`src/rtl/tpose_pkg.sv`:
```
package tpose_pkg;

    typedef enum logic {
        RD_IDLE   = 1'b0,
        RD_STREAM = 1'b1
    } rd_state_e;

    typedef enum logic {
        SCAN_ROW = 1'b0,
        SCAN_COL = 1'b1
    } scan_mode_e;

endpackage

```
`src/rtl/tpose_scan_gen.sv`:
```
module tpose_scan_gen
    import tpose_pkg::*;
#(
    parameter int         SIDE      = 8,
    parameter scan_mode_e INIT_MODE = SCAN_ROW,
    localparam int SIDE_W = $clog2(SIDE),
    localparam int IDX_W  = 2 * SIDE_W,
    localparam int WORDS  = SIDE * SIDE
) (
    input  logic             clk,
    input  logic             rst_n,
    input  logic             step,
    output logic [IDX_W-1:0] idx,
    output scan_mode_e       mode,
    output logic [IDX_W-1:0] addr,
    output logic             last
);

    assign last = (idx == IDX_W'(WORDS - 1));

    always_ff @(posedge clk or negedge rst_n) begin
        if (!rst_n) begin
            idx  <= '0;
            mode <= INIT_MODE;
        end else if (step) begin
            if (last) begin
                idx  <= '0;
                mode <= (mode == SCAN_ROW) ? SCAN_COL : SCAN_ROW;
            end else begin
                idx <= idx + 1'b1;
            end
        end
    end

    // Column-major scan swaps the row and column halves of the index.
    always_comb begin
        unique case (mode)
            SCAN_ROW: addr = idx;
            SCAN_COL: addr = {idx[SIDE_W-1:0], idx[IDX_W-1:SIDE_W]};
        endcase
    end

endmodule

```
`src/rtl/tpose_ram.sv`:
```
module tpose_ram #(
    parameter int DATA_W = 16,
    parameter int DEPTH  = 64,
    localparam int ADDR_W = $clog2(DEPTH)
) (
    input  logic              clk,
    input  logic              we,
    input  logic [ADDR_W-1:0] waddr,
    input  logic [DATA_W-1:0] wdata,
    input  logic [ADDR_W-1:0] raddr,
    output logic [DATA_W-1:0] rdata
);

    logic [DATA_W-1:0] mem [DEPTH];

    always_ff @(posedge clk) begin
        if (we) begin
            mem[waddr] <= wdata;
        end
    end

    // Combinational read sees the contents before this cycle's write lands.
    assign rdata = mem[raddr];

endmodule

```
`src/rtl/tpose_flow_ctrl.sv`:
```
module tpose_flow_ctrl
    import tpose_pkg::*;
#(
    parameter int WORDS = 64,
    localparam int OCC_W = $clog2(WORDS + 1)
) (
    input  logic clk,
    input  logic rst_n,
    input  logic wr_valid,
    input  logic rd_ready,
    input  logic rd_end,
    output logic wr_ready,
    output logic wr_fire,
    output logic rd_valid,
    output logic rd_fire
);

    rd_state_e        state, state_nx;
    logic [OCC_W-1:0] occ, occ_nx;
    logic             occ_full_nx;

    always_ff @(posedge clk or negedge rst_n) begin
        if (!rst_n) begin
            state <= RD_IDLE;
            occ   <= '0;
        end else begin
            state <= state_nx;
            occ   <= occ_nx;
        end
    end

    // Output process
    always_comb begin
        rd_valid = 1'b0;
        unique case (state)
            RD_IDLE:   rd_valid = 1'b0;
            RD_STREAM: rd_valid = 1'b1;
        endcase
        rd_fire  = rd_valid && rd_ready;
        wr_ready = (occ < OCC_W'(WORDS)) || rd_fire;
        wr_fire  = wr_valid && wr_ready;
    end

    always_comb begin
        unique case ({wr_fire, rd_fire})
            2'b10:   occ_nx = occ + 1'b1;
            2'b01:   occ_nx = occ - 1'b1;
            default: occ_nx = occ;
        endcase
        occ_full_nx = (occ_nx == OCC_W'(WORDS));
    end

    // Next-state process
    always_comb begin
        state_nx = state;
        unique case (state)
            RD_IDLE: begin
                if (occ_full_nx) begin
                    state_nx = RD_STREAM;
                end
            end
            RD_STREAM: begin
                if (rd_fire && rd_end && !occ_full_nx) begin
                    state_nx = RD_IDLE;
                end
            end
        endcase
    end

endmodule

```
`src/rtl/tpose_mem_ctrl.sv`:
```
module tpose_mem_ctrl
    import tpose_pkg::*;
#(
    parameter int SIDE   = 8,
    parameter int DATA_W = 16,
    localparam int WORDS = SIDE * SIDE,
    localparam int IDX_W = 2 * $clog2(SIDE)
) (
    input  logic              clk,
    input  logic              rst_n,
    input  logic              wr_valid,
    input  logic [DATA_W-1:0] wr_data,
    output logic              wr_ready,
    output logic              rd_valid,
    output logic [DATA_W-1:0] rd_data,
    input  logic              rd_ready,
    output logic              rd_last
);

    logic             wr_fire, rd_fire;
    logic [IDX_W-1:0] wr_idx, wr_addr, rd_idx, rd_addr;
    logic             wr_end, rd_end;
    scan_mode_e       wr_mode, rd_mode;

    tpose_flow_ctrl #(.WORDS(WORDS)) u_flow (
        .clk      (clk),
        .rst_n    (rst_n),
        .wr_valid (wr_valid),
        .rd_ready (rd_ready),
        .rd_end   (rd_end),
        .wr_ready (wr_ready),
        .wr_fire  (wr_fire),
        .rd_valid (rd_valid),
        .rd_fire  (rd_fire)
    );

    tpose_scan_gen #(.SIDE(SIDE), .INIT_MODE(SCAN_ROW)) u_wscan (
        .clk   (clk),
        .rst_n (rst_n),
        .step  (wr_fire),
        .idx   (wr_idx),
        .mode  (wr_mode),
        .addr  (wr_addr),
        .last  (wr_end)
    );

    tpose_scan_gen #(.SIDE(SIDE), .INIT_MODE(SCAN_COL)) u_rscan (
        .clk   (clk),
        .rst_n (rst_n),
        .step  (rd_fire),
        .idx   (rd_idx),
        .mode  (rd_mode),
        .addr  (rd_addr),
        .last  (rd_end)
    );

    tpose_ram #(.DATA_W(DATA_W), .DEPTH(WORDS)) u_ram (
        .clk   (clk),
        .we    (wr_fire),
        .waddr (wr_addr),
        .wdata (wr_data),
        .raddr (rd_addr),
        .rdata (rd_data)
    );

    assign rd_last = rd_valid && rd_end;

endmodule

```
`config.mk`:
```
export PLATFORM = sky130hd
export DESIGN_NAME = tpose_mem_ctrl
export DESIGN_NICKNAME = d
export VERILOG_FILES = /design/src/rtl/tpose_pkg.sv /design/src/rtl/tpose_scan_gen.sv /design/src/rtl/tpose_ram.sv /design/src/rtl/tpose_flow_ctrl.sv /design/src/rtl/tpose_mem_ctrl.sv
export SDC_FILE = /design/constraint.sdc
export NUM_CORES = 1
export LEC_CHECK = 0
export BUFFER_PORTS_ARGS = -buffer_cell sky130_fd_sc_hd__buf_2
export CELL_PAD_IN_SITES_DETAIL_PLACEMENT = 0
export CELL_PAD_IN_SITES_GLOBAL_PLACEMENT = 1
export CORE_MARGIN = 2
export CORE_UTILIZATION = 50
export DETAILED_ROUTE_END_ITERATION = 8
export PLACE_DENSITY = 0.86
export RECOVER_POWER = 25
export SLEW_MARGIN = 25
export SYNTH_ARGS = -nofsm -noshare
export SYNTH_HDL_FRONTEND = slang
export SYNTH_SLANG_ARGS = --single-unit
```
`constraint.sdc`:
```
create_clock -name clk -period 8.28 [get_ports clk]
set_clock_uncertainty 0.05 [all_clocks]
set_input_delay 0.828 -clock clk [delete_from_list [all_inputs] [get_ports clk]]
set_output_delay 0.828 -clock clk [all_outputs]
set_load 0.01 [all_outputs]
```
==> impl_metrics.py, run 1 <==
metrics = {
    "run_status": {
        "status": "complete, but fails checks",
        "violations": "capacitance limit, slew limit",
    },
    "grt": {
        "grt_pass1_wl_microns": 206000,
        "grt_pass1_vias": 33300,
        "track_usage": 0.272,
        "antenna_found_initial": 3,
        "grt-ovfl-total": 0,
        "grt_start_max_net_pins": 229,
    },
    "final_layout": {
        "syn2layout_area_growth_pct": 9.68,
        "multi_input_area_sq_um": 15800,
        "nFillCells": 7952,
        "stdcell_count": 5454,
        "drive_gt1_frac": 0.0776,
        "nets": 4120,
        "final_util": 0.553,
        "postLayoutCellArea_sq_um": 53500,
        "seqCellArea_sq_um": 31300,
    },
    "critical_path": {
        "critPathRequiredTime_ps": 7400,
        "r2r-end": "u_flow.state",
        "critPathLaunchType": "flop",
        "ff2ff_path_depth": 14,
        "crit_fanout": 64,
        "crit_arrival_ps": 5400,
        "rr_startpoint": "u_flow.state",
        "cp-end-kind": "primary output",
        "crit_type": "reg -> out",
        "reg2reg_setup_slack_ps": 4120,
    },
    "drt": {
        "num_vias": 35000,
        "vias_per_cell": 6.41,
        "first_pass_iters": 6,
        "wirelength_microns": 138000,
        "routedWlPerCell_microns": 25.3,
        "dr.first_iter.drc_count": 4910,
        "ant_nets": 0,
        "drc": 0,
    },
    "power_and_ir_drop": {
        "p_leak_nw": 17.9,
        "powerDensity_nw_per_um2": 273,
        "total_power_mw": 14.6,
        "irDropWorstVdd_mv": 0.301,
    },
    "timing": {
        "layout_setup_ws_ps": 2000,
        "setup_tns_ps": 0,
        "period_needed_ps": 6280,
        "rsz0062_at_grt": "no",
        "max_slew_margin": -1.51,
        "finalMaxSlewViolations": 845,
        "setup_viol": 0,
        "finalHoldViolations": 0,
        "timing.hold.ws_ps": 409,
        "period_share": 0.759,
        "fmax_mhz": 159,
        "tightest_slew_ps": 3770,
    },
    "cts": {
        "clk_pin_slew_worst_paths_ps": 60,
        "ctsResizeCount": 0,
        "cts-root-buf": "clkbuf_16",
        "cts.path.max_buffers": 3,
        "clock_latency_ps": 690,
        "cts_tree": "done",
        "htreeDepth": 3,
        "cts-buffers-inserted": 108,
        "postCtsSetupBuffers": 0,
        "holdBufCountCts": 0,
        "clock_sinks": 1046,
    },
    "synthesis": {
        "ys_ff_latch": 1046,
        "yosysSeqAreaShare": 0.642,
        "synth_edf_count": 1024,
        "yosys_warnings": 0,
        "synthTopCellsByArea": "edfxtp_1, nand2b_1, a21oi_1",
        "ys.flop_type": "edfxtp_1",
        "async_flop_share": 0.0210,
        "synthesis.area_sq_um": 48700,
        "synth_top_area_frac": 0.631,
        "synthCells": 4129,
        "yosysTopAreaCell": "edfxtp_1",
        "syn-num-nets": 4154,
        "avgSynthCellArea_sq_um": 11.8,
        "synth_cell_types": 66,
    },
    "placed_design": {
        "portBuffers": 38,
        "post_dp_cell_area_sq_um": 50300,
        "hpwl_microns": 73400,
        "routabilityCongestion": 0.811,
        "post-place-cells": 5261,
        "post-place-ws_ps": 3030,
    },
    "die": {
        "rows": 114,
        "num_io_pins": 39,
        "die-area_sq_um": 100000,
        "core_area_sq_um": 96700,
        "die_x_microns": 316,
        "die_h_microns": 316,
        "start_util": 0.504,
    },
    "run": {
        "drv_cap": 13,
    },
    "worst_hold_path": {
        "hold_class": "in -> async",
    },
}
-- synth_stat cells, types with 4 or more instances --
library cell,count
xor2_1,8
edfxtp_1,1024
buf_4,12
buf_1,15
a22oi_2,12
o311ai_1,8
inv_1,75
a211oi_1,16
nor2_1,121
clkbuf_1,168
o221ai_1,17
or2_0,15
a21oi_1,559
nand3_1,10
mux2_2,5
nor2b_1,9
o22ai_1,173
or3_1,17
o311ai_0,7
buf_2,93
nand4_1,33
xnor2_1,8
o21ai_0,266
buf_6,15
a221oi_1,17
dfrtp_1,21
nand2b_1,732
o21a_1,4
a22oi_1,274
mux2i_1,4
nor3_1,68
o21ai_1,75
ha_1,5
a221o_1,15
nand2_1,184
-- state kept, by name, indices dropped and copies added (netlist names) --
register	count
u_ram.mem	1024
u_flow.occ	7
u_rscan.idx	6
u_wscan.idx	6
u_flow.state	1
u_rscan.mode	1
u_wscan.mode	1
-- layer usage --
layer,wire length (microns),vias to the layer above,global-route usage
li1,-,15400,-
met1,56300,17300,0.390
met2,62600,1937,0.424
met3,13500,249,0.0352
met4,5570,0,0.111
met5,0,-,0
-- placed cells by master (no fill, tap or decap), drive strengths merged, types with 3 or more instances in the layout --
master    instances
clkbuf          152
inv              81
nand3            10
a221o            15
nor3             68
clkinvlp          5
a221oi           17
o221ai           17
edfxtp         1024
and2              4
nand3b            3
dfrtp            21
mux2i             5
o311ai           15
nand2           184
a22oi           286
a21oi           559
mux2              5
a211oi           16
or3              17
o22ai           174
nor2b             9
xnor2             8
xor2              8
o21a              4
nand4            33
a311oi            3
clkinv           42
ha                5
nor4              3
buf             145
bufinv            3
nor2            121
o31ai             3
o21ai           341
or2              17
nand2b          732
-- worst max-delay path: stages, from the launching register on --
cell and delay [ps]:
dfrtp_4 660, buf_4 380, inv_6 530, buf_4 700
a21oi_1 130, a21oi_1 230, o22ai_1 120, o21ai_0 490
nand3_1 260, nor4_1 770, buf_4 240, buf_2 130
-- cells by family after synthesis --
group | synth area share
AO/OA/AOI/OAI | 0.179
XOR/XNOR | 0.00288
adder cells (fa/ha/maj) | 0.00128
buffers and inverters | 0.0349
flip-flops | 0.642
multiplexers | 0.00226
AND/OR/NAND/NOR | 0.138
-- final cells by class --
type | count | share of cell area
multi-input cells | 2703 | 0.296
well taps | 1276 | 0.0299
clock inverters | 55 | 0.00789
diodes | 1 | 0.0000468
repair buffers | 160 | 0.0220
flip-flops and latches | 1046 | 0.586
clock buffers | 137 | 0.0530
inverters | 76 | 0.00543
-- worst max path at each step --
stage                   start  cells after the start      endpoint  slack [ps]
2_1_floorplan        rd_ready                     16  u_flow.state        4420
4_1_cts        u_rscan.idx[0]                     11   rd_data[14]        2300
3_3_place_gp   u_rscan.idx[0]                     11   rd_data[14]        3070
3_5_place_dp   u_rscan.idx[0]                     11   rd_data[14]        3030
6_report       u_rscan.idx[0]                     11   rd_data[14]        2000
5_1_grt        u_rscan.idx[0]                     11   rd_data[14]        2010
-- where the power goes --
| part | internal (mW) | switching, mW |
|---|---|---|
| Sequential | 6.04 | 0.156 |
| Clock | 2.51 | 2.04 |
| Combinational | 1.32 | 2.52 |
| Total | 9.87 | 4.71 |
Note: power is estimated with default switching activity, not from simulation.
==> inputs of run 2 (changes only) <==
==> constraint.sdc (replaced) <==
create_clock -name clk -period 6.3 [get_ports clk]
set_clock_uncertainty 0.05 [all_clocks]
set_input_delay 0.63 -clock clk [delete_from_list [all_inputs] [get_ports clk]]
set_output_delay 0.63 -clock clk [all_outputs]
set_load 0.01 [all_outputs]
==> impl_metrics.py, run 2 (same netlist as run 1, synthesis figures left out) <==
metrics = {
    "timing": {
        "period_needed_ps": 5230,
        "timing.hold.ws_ps": 442,
        "period_share": 0.830,
        "layout_setup_ws_ps": 1070,
        "rsz0062_at_grt": "no",
        "fmax_mhz": 191,
        "tightest_slew_ps": 3860,
        "max_slew_margin": -1.57,
        "finalHoldViolations": 0,
        "finalMaxSlewViolations": 910,
        "setup_tns_ps": 0,
        "setup_viol": 0,
    },
    "critical_path": {
        "crit_fanout": 63,
        "crit_type": "reg -> out",
        "critPathLaunchType": "flop",
        "reg2reg_setup_slack_ps": 2170,
        "rr_startpoint": "u_flow.state",
        "cp-end-kind": "primary output",
        "crit_arrival_ps": 4550,
        "ff2ff_path_depth": 14,
        "critPathRequiredTime_ps": 5620,
        "r2r-end": "u_flow.state",
    },
    "drt": {
        "drc": 0,
        "first_pass_iters": 6,
        "dr.first_iter.drc_count": 4955,
        "num_vias": 35100,
        "ant_nets": 0,
        "vias_per_cell": 6.42,
        "wirelength_microns": 140000,
        "routedWlPerCell_microns": 25.6,
    },
    "worst_hold_path": {
        "hold_class": "reg -> reg",
        "hold_end": "u_flow.occ[6]",
        "hold_depth": 1,
        "worstHoldStart": "u_flow.occ[6]",
    },
    "final_layout": {
        "stdcell_count": 5470,
        "nets": 4126,
        "top_regs": "u_ram.mem x1024, u_flow.occ x7",
        "postLayoutCellArea_sq_um": 54000,
        "syn2layout_area_growth_pct": 10.8,
        "largest_reg_flops": 1024,
        "final_util": 0.558,
        "final_common_cell": "edfxtp_1",
        "top_register": "u_ram.mem",
        "drive_gt1_frac": 0.0813,
        "final_cell_mix": "edfxtp_1, nand2b_1, a21oi_1, a22oi_1, o21ai_0",
    },
    "placed_design": {
        "hpwl_microns": 75000,
        "post-place-ws_ps": 1620,
        "post-place-cells": 5264,
        "post_dp_cell_area_sq_um": 50300,
        "routabilityCongestion": 0.833,
        "portBuffers": 38,
    },
    "run_status": {
        "violations": "capacitance limit, slew limit",
        "status": "complete, but fails checks",
    },
    "cts": {
        "clk_pin_slew_worst_paths_ps": 60,
        "clock_sinks": 1046,
        "clock_latency_ps": 680,
        "cts_tree": "done",
        "htreeDepth": 3,
        "cts.path.max_buffers": 3,
        "postCtsSetupBuffers": 0,
        "cts-root-buf": "clkbuf_16",
        "cts-buffers-inserted": 108,
    },
    "die": {
        "core_area_sq_um": 96700,
        "die_h_microns": 316,
        "num_io_pins": 39,
        "die_x_microns": 316,
        "rows": 114,
        "start_util": 0.504,
        "die-area_sq_um": 100000,
    },
    "grt": {
        "grt-ovfl-total": 0,
        "grt_pass1_vias": 32900,
        "grt_start_max_net_pins": 138,
        "grt_pass1_wl_microns": 207000,
        "antenna_found_initial": 2,
        "track_usage": 0.274,
    },
    "run": {
        "drv_cap": 14,
    },
    "power_and_ir_drop": {
        "switchingPower_mw": 6.25,
        "total_power_mw": 19.9,
        "powerDensity_nw_per_um2": 369,
        "irDropWorstVdd_mv": 0.250,
        "clockPowerShare": 0.331,
        "swShare": 0.314,
        "p_leak_nw": 18.1,
        "p_comb_frac": 0.260,
        "p_seq_frac": 0.409,
        "p_int_mw": 13.6,
    },
}
[run 2: worst max path at each step]
stage,cells past startpoint,from,endpoint,slack [ps]
finish,9,u_rscan.mode,rd_data[9],1070
global route,9,u_rscan.mode,rd_data[9],920
CTS,8,u_rscan.idx[3],rd_data[14],900
detailed placement,8,u_rscan.idx[3],rd_data[14],1620
global placement,8,u_rscan.idx[3],rd_data[1],1350
floorplan,16,rd_ready,u_flow.state,2630
[run 2: worst max-delay path: stages (launching register included)]
cell and delay [ps]:
dfstp_2 970, nand2b_4 880, buf_4 390, a21oi_1 70, a21oi_1 240, o221ai_1 160
o21ai_0 570, a211oi_1 200, nor3_1 190, buf_2 170
[run 2: final cells by class]
type	instances	area, sq um
fill	7860	42700
sequential	1046	31300
multi-input combinational	2703	15800
clock buffer	143	2930
tap	1276	1600
timing repair buffer	166	1330
clock inverter	59	708
inverter	76	290
antenna	1	2.50
[run 2: per-layer routing]
layer / up-vias / track usage / routed length, microns
li1: 15500 / - / -
met5: - / 0 / 0
met3: 266 / 0.0363 / 13400
met2: 1891 / 0.423 / 64000
met1: 17500 / 0.395 / 56800
met4: 0 / 0.111 / 5700
[run 2: repair_timing]
action / 4_1_cts / 5_1_grt
resized for setup: 0 / 0
hold buffers: 1 / 0
endpoints found under the hold margin: 21 / 0
[run 2: power by group through the flow]
stage / logic, mW / registers [mW] / clock network (mW)
after detailed placement: 5.06 / 8.26 / 0
after global placement: 4.98 / 8.25 / 0
final: 5.17 / 8.14 / 6.59
after floorplan: 3.63 / 8.15 / 0
after global routing: 5.65 / 8.17 / 6.90
after CTS: 5.10 / 8.12 / 6.64
